===== config.mk =====
export PLATFORM = sky130hd
export DESIGN_NAME = gpio_port_ctrl
export DESIGN_NICKNAME = d
export VERILOG_FILES = /design/src/rtl/gpio_pkg.sv /design/src/rtl/gpio_pin_decode.sv /design/src/rtl/gpio_in_sample.sv /design/src/rtl/gpio_regs.sv /design/src/rtl/gpio_port_ctrl.sv
export SDC_FILE = /design/constraint.sdc
export NUM_CORES = 1
export LEC_CHECK = 0
export BUFFER_PORTS_ARGS = -buffer_cell sky130_fd_sc_hd__clkbuf_2
export CAP_MARGIN = 25
export CELL_PAD_IN_SITES_DETAIL_PLACEMENT = 0
export CELL_PAD_IN_SITES_GLOBAL_PLACEMENT = 2
export CORE_MARGIN = 8
export CORE_UTILIZATION = 34
export CTS_BUF_LIST = sky130_fd_sc_hd__clkbuf_4
export DETAILED_ROUTE_END_ITERATION = 7
export PLACE_DENSITY_LB_ADDON = 0.1
export SLEW_MARGIN = 40
export SYNTH_ARGS = -nofsm -noshare
export SYNTH_HDL_FRONTEND = slang
export SYNTH_HIERARCHICAL = 1
export SYNTH_SLANG_ARGS = --single-unit

===== constraint.sdc =====
create_clock -name clk_i -period 2.9 [get_ports clk_i]
set_input_delay 0.58 -clock clk_i [delete_from_list [all_inputs] [get_ports clk_i]]
set_output_delay 0.58 -clock clk_i [all_outputs]
set_load 0.02 [all_outputs]

===== src/rtl/gpio_pkg.sv =====
package gpio_pkg;
  typedef struct packed {
    logic       oe;
    logic       out;
    logic       pu;
    logic       pd;
    logic       ana;
    logic [1:0] slew;
    logic       in_en;
  } pad_ctl_t;

  localparam int unsigned FIELD_W = 4;
endpackage


===== src/rtl/gpio_pin_decode.sv =====
module gpio_pin_decode
  import gpio_pkg::*;
(
  input  logic [FIELD_W-1:0] field_i,
  input  logic               odr_bit_i,
  input  logic               af_bit_i,
  output pad_ctl_t           ctl_o
);
  logic [1:0] mode, cnf;
  logic       val;

  assign mode = field_i[1:0];
  assign cnf  = field_i[3:2];
  assign val  = cnf[1] ? af_bit_i : odr_bit_i;

  always_comb begin
    ctl_o = '0;
    ctl_o.in_en = 1'b1;
    if (mode == 2'b00) begin
      unique case (cnf)
        2'b00: begin
          ctl_o.ana   = 1'b1;
          ctl_o.in_en = 1'b0;
        end
        2'b10: begin
          ctl_o.pu = odr_bit_i;
          ctl_o.pd = ~odr_bit_i;
        end
        default: ;
      endcase
    end else begin
      ctl_o.slew = mode;
      if (cnf[0]) begin
        // open-drain: sink low only
        ctl_o.oe  = ~val;
        ctl_o.out = 1'b0;
      end else begin
        ctl_o.oe  = 1'b1;
        ctl_o.out = val;
      end
    end
  end
endmodule


===== src/rtl/gpio_in_sample.sv =====
module gpio_in_sample #(
  parameter int unsigned NUM_PINS = 16
) (
  input  logic                clk_i,
  input  logic                rst_ni,
  input  logic [NUM_PINS-1:0] pad_in_i,
  input  logic [NUM_PINS-1:0] in_en_i,
  output logic [NUM_PINS-1:0] idr_o
);
  always_ff @(posedge clk_i or negedge rst_ni) begin
    if (!rst_ni) idr_o <= '0;
    else         idr_o <= pad_in_i & in_en_i;
  end
endmodule


===== src/rtl/gpio_regs.sv =====
module gpio_regs #(
  parameter int unsigned           NUM_PINS = 16,
  parameter int unsigned           DATA_W   = 32,
  parameter int unsigned           ADDR_W   = 3,
  parameter logic [NUM_PINS*4-1:0] RST_CFG  = '0,
  parameter logic [NUM_PINS-1:0]   RST_ODR  = '0
) (
  input  logic                  clk_i,
  input  logic                  rst_ni,
  input  logic                  req_i,
  input  logic                  we_i,
  input  logic [ADDR_W-1:0]     addr_i,
  input  logic [DATA_W-1:0]     wdata_i,
  input  logic [NUM_PINS-1:0]   idr_i,
  output logic [DATA_W-1:0]     rdata_o,
  output logic [NUM_PINS*4-1:0] cfg_o,
  output logic [NUM_PINS-1:0]   odr_o
);
  localparam int unsigned CFG_W = NUM_PINS * 4;
  localparam int unsigned NCW   = CFG_W / DATA_W;
  localparam logic [ADDR_W-1:0] IDR_A = ADDR_W'(NCW);
  localparam logic [ADDR_W-1:0] ODR_A = ADDR_W'(NCW + 1);
  localparam logic [ADDR_W-1:0] BSR_A = ADDR_W'(NCW + 2);

  logic                wr;
  logic [NUM_PINS-1:0] set_v, clr_v;

  assign wr    = req_i & we_i;
  assign set_v = wdata_i[NUM_PINS-1:0];
  assign clr_v = wdata_i[2*NUM_PINS-1:NUM_PINS];

  for (genvar w = 0; w < NCW; w++) begin : g_cfg
    always_ff @(posedge clk_i or negedge rst_ni) begin
      if (!rst_ni)
        cfg_o[w*DATA_W +: DATA_W] <= RST_CFG[w*DATA_W +: DATA_W];
      else if (wr && addr_i == ADDR_W'(w))
        cfg_o[w*DATA_W +: DATA_W] <= wdata_i;
    end
  end

  always_ff @(posedge clk_i or negedge rst_ni) begin
    if (!rst_ni)                    odr_o <= RST_ODR;
    else if (wr && addr_i == ODR_A) odr_o <= set_v;
    else if (wr && addr_i == BSR_A) odr_o <= (odr_o & ~clr_v) | set_v; // set wins
  end

  always_comb begin
    rdata_o = '0;
    for (int w = 0; w < NCW; w++)
      if (addr_i == ADDR_W'(w)) rdata_o = cfg_o[w*DATA_W +: DATA_W];
    if (addr_i == IDR_A) rdata_o[NUM_PINS-1:0] = idr_i;
    if (addr_i == ODR_A) rdata_o[NUM_PINS-1:0] = odr_o;
  end
endmodule


===== src/rtl/gpio_port_ctrl.sv =====
module gpio_port_ctrl
  import gpio_pkg::*;
#(
  parameter int unsigned           NUM_PINS = 16,
  parameter int unsigned           DATA_W   = 32,
  parameter int unsigned           ADDR_W   = 3,
  parameter logic [NUM_PINS*4-1:0] RST_CFG  = 64'h8884_4444_4448_4444,
  parameter logic [NUM_PINS-1:0]   RST_ODR  = 16'hA010
) (
  input  logic                  clk_i,
  input  logic                  rst_ni,
  input  logic                  bus_req_i,
  input  logic                  bus_we_i,
  input  logic [ADDR_W-1:0]     bus_addr_i,
  input  logic [DATA_W-1:0]     bus_wdata_i,
  output logic [DATA_W-1:0]     bus_rdata_o,
  input  logic [NUM_PINS-1:0]   af_out_i,
  input  logic [NUM_PINS-1:0]   pad_in_i,
  output logic [NUM_PINS-1:0]   pad_oe_o,
  output logic [NUM_PINS-1:0]   pad_out_o,
  output logic [NUM_PINS-1:0]   pad_pu_o,
  output logic [NUM_PINS-1:0]   pad_pd_o,
  output logic [NUM_PINS-1:0]   pad_ana_o,
  output logic [2*NUM_PINS-1:0] pad_slew_o
);
  logic [NUM_PINS*FIELD_W-1:0] cfg_w;
  logic [NUM_PINS-1:0]         odr_w, idr_w, in_en_w;

  gpio_regs #(
    .NUM_PINS(NUM_PINS), .DATA_W(DATA_W), .ADDR_W(ADDR_W),
    .RST_CFG(RST_CFG), .RST_ODR(RST_ODR)
  ) regs_i (
    .clk_i   (clk_i),
    .rst_ni  (rst_ni),
    .req_i   (bus_req_i),
    .we_i    (bus_we_i),
    .addr_i  (bus_addr_i),
    .wdata_i (bus_wdata_i),
    .idr_i   (idr_w),
    .rdata_o (bus_rdata_o),
    .cfg_o   (cfg_w),
    .odr_o   (odr_w)
  );

  for (genvar i = 0; i < NUM_PINS; i++) begin : g_pin
    pad_ctl_t ctl;
    gpio_pin_decode dec_i (
      .field_i   (cfg_w[i*FIELD_W +: FIELD_W]),
      .odr_bit_i (odr_w[i]),
      .af_bit_i  (af_out_i[i]),
      .ctl_o     (ctl)
    );
    assign pad_oe_o[i]         = ctl.oe;
    assign pad_out_o[i]        = ctl.out;
    assign pad_pu_o[i]         = ctl.pu;
    assign pad_pd_o[i]         = ctl.pd;
    assign pad_ana_o[i]        = ctl.ana;
    assign pad_slew_o[2*i +: 2] = ctl.slew;
    assign in_en_w[i]          = ctl.in_en;
  end

  gpio_in_sample #(.NUM_PINS(NUM_PINS)) samp_i (
    .clk_i    (clk_i),
    .rst_ni   (rst_ni),
    .pad_in_i (pad_in_i),
    .in_en_i  (in_en_w),
    .idr_o    (idr_w)
  );
endmodule


* Word level (Yosys, flattened, before mapping)
Index checks and enable logic that the tools add are counted. W data, S select, Z words.
Storage, ports and cells: logic and storage cells 249, register bits 96
Cells by class: multiplexer cells 150, reduce and logical (&&, ||, !) cells 38, bitwise logic cells 37, equality and inequality tests 20
Operators by type and width (count):
- $mux W2 | 64
- $logic_not A2 Y1 | 32
- $mux W1 | 64
- $mux W16 | 4
- $mux W32 | 2
- $mux W3 | 16
- $and A16 B16 Y16 | 2
- $eq A2 B2 Y1 const B | 16
- $not A1 Y1 | 32
- $not A16 Y16 | 1
- $or A16 B16 Y16 | 1
- $eq A3 B2 Y1 const B | 2
- $logic_and A1 B1 Y1 | 4
- $eq A3 B1 Y1 const B | 1
- $eq A3 B3 Y1 const B | 1
- $logic_not A3 Y1 | 1
- $reduce_bool A2 Y1 | 1
- $and A1 B1 Y1 | 1

* Logic depth before layout (Yosys ltp)
word-level depth 5, gate-level depth with buffers 7, mapped depth without buffers 3

* Cells and area by module
Netlist, hierarchy kept.
Modules (own cells, without submodules):
- gpio_regs | times used 1, cells an instance 317, area each 4199.0 µm²
- gpio_pin_decode | times used 16, cells an instance 11, area each 80.1 µm²
- gpio_in_sample | times used 1, cells an instance 32, area each 500.5 µm²

* Worst setup path before layout
OpenSTA, ideal clock, no wires.
path type input -> output, start point in bus_addr_i[0], end point out bus_rdata_o[10], data required time 2.320 ns, buffers on the path 2, stages on the path 4, arrival 1.806 ns, path slack 0.514 ns, cell sequence buf_2 > buf_2 > mux4_2 > nor2b_1
Between the ends: cells in the longest elaborated chain, start to end 5, elaborated cells on any way between the ends 8, classes of those cells 3 x eq/ne; 4 x mux; 1 x reduce/logical
Ends and longest elaborated chain:
- start, declared | line gpio_port_ctrl.sv:14 | input logic [ADDR_W-1:0] bus_addr_i,
- $logic_not A3 Y1 | line gpio_regs.sv:50 | if (addr_i == ADDR_W'(w)) rdata_o = cfg_o[w*DATA_W +: DATA_W];
- $mux W32 (2 in a row) | line gpio_regs.sv:50
- $mux W16 | line gpio_regs.sv:51 | if (addr_i == IDR_A) rdata_o[NUM_PINS-1:0] = idr_i;
- $mux W16 (*) | line gpio_regs.sv:52 | if (addr_i == ODR_A) rdata_o[NUM_PINS-1:0] = odr_o;
- end, declared | line gpio_port_ctrl.sv:16 | output logic [DATA_W-1:0] bus_rdata_o,
Every way passes the cells marked *; elsewhere a longest branch is shown, timed or not.

* Final worst setup path
start point in bus_addr_i[0], end point out bus_rdata_o[12]
Same word-level chain as after synthesis.

==> impl_metrics.sql <==
INSERT INTO impl_metrics (metric_group, metric, value, unit) VALUES
('status', 'status', 'completed', ''),
('grt', 'largest_net_degree_at_the_start_of_global_routing', '44', ''),
('grt', 'vias_in_the_first_global_route', '5182', ''),
('clocking', 'clk_latency', '0.46', 'ns'),
('logic_synthesis', 'yosysWarningCount', '6', ''),
('finish', 'area.growth.synth_to_final', '20.7', '%'),
('finish', 'multi_input_area', '3010', 'um2'),
('detailed_routing', 'wire_per_inst', '20.8', 'um'),
('worst_setup_path', 'startpoint_type', 'input port', ''),
('floorplanning', 'initial_core_util', '0.347', ''),
('grt', 'grt_remaining_overflow', '0', ''),
('power_and_ir_drop', 'share_comb_of_total_power', '0.407', ''),
('floorplanning', 'die_w', '149', 'um'),
('clocking', 'clkSlewWorstSetupHoldPaths', '0.14', 'ns'),
('logic_synthesis', 'synth.yosys.seq_area_share', '0.406', ''),
('worst_setup_path', 'critPathArrivalTime', '1.87', 'ns'),
('finish', 'mostFrequentLayoutCells', 'clkbuf_2, dfrtp_1, nor2_1', ''),
('worst_setup_path', 'critPathKind', 'in2out', ''),
('timing', 'fin_crit', '2.45', 'ns'),
('clocking', 'cts_inserted_buffers', '9', ''),
('clocking', 'cts-root-buf', 'clkbuf_4', ''),
('detailed_routing', 'route.detailed.drc', '0', ''),
('finish', 'nFillCells', '1696', ''),
('power_and_ir_drop', 'switching_share', '0.403', ''),
('floorplanning', 'design.die.area', '22100', 'um2'),
('timing', 'worst_slew_margin_rel', '0.655', ''),
('timing', 'hold_viol_final', '0', ''),
('power_and_ir_drop', 'power_leakage', '0.00374', 'uW'),
('clocking', 'cts_post_setup_buffers_inserted', '0', ''),
('detailed_routing', 'drt-initial-drc-count', '211', ''),
('power_and_ir_drop', 'power_report.internal_total', '2720', 'uW'),
('timing', 'timing.final.crit_share', '0.844', ''),
('detailed_routing', 'ant_nets', '0', ''),
('power_and_ir_drop', 'power.share.sequential', '0.451', ''),
('floorplanning', 'top_level_ports', '215', ''),
('placement', 'place.detailed.hpwl', '15.3', 'mm'),
('grt', 'globalRouteTotalUtil', '0.177', ''),
('clocking', 'tritoncts', 'yes', ''),
('hold_path', 'worstHoldPathType', 'in2reg', ''),
('placement', 'quantity_of_i_o_buffers_inserted_on_ports', '214', ''),
('floorplanning', 'dieHeight', '149', 'um'),
('power_and_ir_drop', 'clock_share_of_power', '0.141', ''),
('finish', 'post_route_cells_drive_above_1_share', '0.545', ''),
('logic_synthesis', 'mappedNetlistArea', '5980', 'um2'),
('finish', 'register_area', '2430', 'um2'),
('clocking', 'clock_sink_count', '96', ''),
('timing', 'fin_worst_hold_slack', '0.323', 'ns'),
('logic_synthesis', 'synth_cell_type_count', '31', ''),
('logic_synthesis', 'synth_seq_cells', '96', ''),
('logic_synthesis', 'per_instance_average_area_after_synthesis', '11.4', 'um2'),
('floorplanning', 'row_count', '48', ''),
('timing', 'grt_setup_unrepaired', 'false', ''),
('worst_setup_path', 'required', '2.32', 'ns'),
('worst_setup_path', 'type_of_element_capturing_the_critical_path', 'output port', ''),
('detailed_routing', 'detailroute.via_count', '4768', ''),
('timing', 'setup-violations-final', '0', ''),
('finish', 'antennaDiodeCount', '0', ''),
('timing', 'max_transition_viols_final', '0', ''),
('timing', 'setup_tns', '0', 'ns'),
('worst_setup_path', 'worst-path-max-fanout', '36', ''),
('placement', 'routabilityCongestion', '0.792', ''),
('logic_synthesis', 'netlist_instances', '525', ''),
('logic_synthesis', 'synth_fp_nets', '596', ''),
('run', 'max_cap_viol_count', '0', ''),
('timing', 'max_freq', '0.408', 'GHz'),
('grt', 'grt_first_pass_wirelength', '30.2', 'mm'),
('clocking', 'cts_htree_levels', '3', ''),
('finish', 'design.final.nets', '782', ''),
('grt', 'number_of_antenna_violations_at_the_first_check_in_global_routing', '0', ''),
('detailed_routing', 'dr.pass1.iters', '5', ''),
('detailed_routing', 'detail_route.vias_per_cell', '5.07', ''),
('timing', 'final.setup_skew', '0.0236', 'ns'),
('finish', 'final_common_cell', 'clkbuf_2', ''),
('detailed_routing', 'routed_wl', '19.6', 'mm'),
('power_and_ir_drop', 'powerDensity', '631', 'nW/um2'),
('clocking', 'clk_path_buf_depth', '2', ''),
('floorplanning', 'fp.coreArea', '17200', 'um2'),
('timing', 'timing_worst_slew_pin_value', '0.516', 'ns'),
('power_and_ir_drop', 'vdd.ir_drop.worst', '0.227', 'mV'),
('power_and_ir_drop', 'total_switching_power', '1840', 'uW');
[sequential cells by signal, summed over array words and instances, names as in the netlist]
register	cells
regs_i/cfg_o	64
regs_i/odr_o	16
samp_i/idr_o	16
[what timing repair did]
item,CTS,global route
resized for setup,0,0
hold endpoints to repair,7,0
hold buffers,1,0
[path summary, 6_finish.rpt]
path	startpoint	endpoint	slack, ns	cells past startpoint
setup / recovery	bus_addr_i[0]	bus_rdata_o[12]	0.45	5
hold / removal	pad_in_i[6]	samp_i/idr_o[6]$_DFF_PN0_	0.32	2
setup reg to reg	regs_i/cfg_o[44]$_DFFE_PN0P_	samp_i/idr_o[11]$_DFF_PN0_	1.54	2
hold reg to reg	regs_i/odr_o[15]$_DFFE_PN1P_	regs_i/odr_o[15]$_DFFE_PN1P_	0.54	2
max in group asynchronous	rst_ni	regs_i/odr_o[4]$_DFFE_PN1P_	1.57	3
min in group asynchronous	rst_ni	samp_i/idr_o[1]$_DFF_PN0_	0.56	2
[cells in the mapped netlist]
library cell	instances	share of area
and2_1	16	0.017
and4_1	16	0.023
or2_1	1	0.0010
buf_6	3	0.0056
buf_12	3	0.010
mux2i_1	32	0.054
inv_2	16	0.010
mux2_2	32	0.060
dfstp_2	19	0.083
or4_4	16	0.030
and3b_1	1	0.0015
nor4bb_1	16	0.027
a21o_1	16	0.020
nor3b_2	1	0.0021
mux2_1	2	0.0038
nand2_1	1	0.00063
a221oi_1	16	0.023
mux2_4	30	0.075
nor3_2	1	0.0017
or3_1	1	0.0010
dlygate4sd3_1	16	0.027
nor3_1	16	0.013
dfrtp_1	77	0.32
clkbuf_1	23	0.014
nor2_1	64	0.040
o22a_2	16	0.027
nor2b_1	16	0.017
buf_2	8	0.0067
o21bai_1	1	0.0013
mux4_2	16	0.060
inv_1	33	0.021
[critical path: stages]
cell,delay (ns)
clkbuf_2,0.10
buf_12,0.26
mux4_2,0.53
nor2b_1,0.16
clkbuf_2,0.17
[power groups by stage]
stage / clock network (uW) / registers [uW] / logic, uW
6_report: 644 / 2060 / 1860
5_1_grt: 741 / 2120 / 2000
4_1_cts: 680 / 2070 / 1890
3_5_place_dp: 0 / 2090 / 1880
3_3_place_gp: 0 / 2090 / 1860
2_1_floorplan: 0 / 1910 / 1440
[cell families after synthesis]
family	synth area share
AO/OA/AOI/OAI	0.0715
buffers and inverters	0.0944
flip-flops	0.406
multiplexers	0.253
AND/OR/NAND/NOR	0.175
[metal layers]
layer,vias to the layer above,GRT usage,routed length [um]
met5,-,0,0
met3,17,0.0453,1350
li1,2239,-,-
met2,159,0.290,9440
met4,0,0.0561,244
met1,2353,0.225,8580
[final cells by class]
class | count | share of cell area
multi-input combinational | 327 | 0.417
sequential | 96 | 0.336
timing repair buffer | 228 | 0.167
tap | 225 | 0.0390
inverter | 49 | 0.0255
clock buffer | 13 | 0.0135
clock inverter | 3 | 0.00173
[through the flow]
step	instance area [um2]	utilization	worst slack [ns]	total power, uW	cells
4_1_cts	7220	0.419	0.438	4630	941
5_1_grt	7220	0.419	0.377	4860	941
3_3_place_gp	7090	0.411	0.458	3940	924
6_report	7220	0.419	0.451	4560	941
2_1_floorplan	5980	-	0.514	3350	525
3_5_place_dp	7100	0.412	0.444	3970	924
Note: power is estimated with default switching activity, not from simulation.
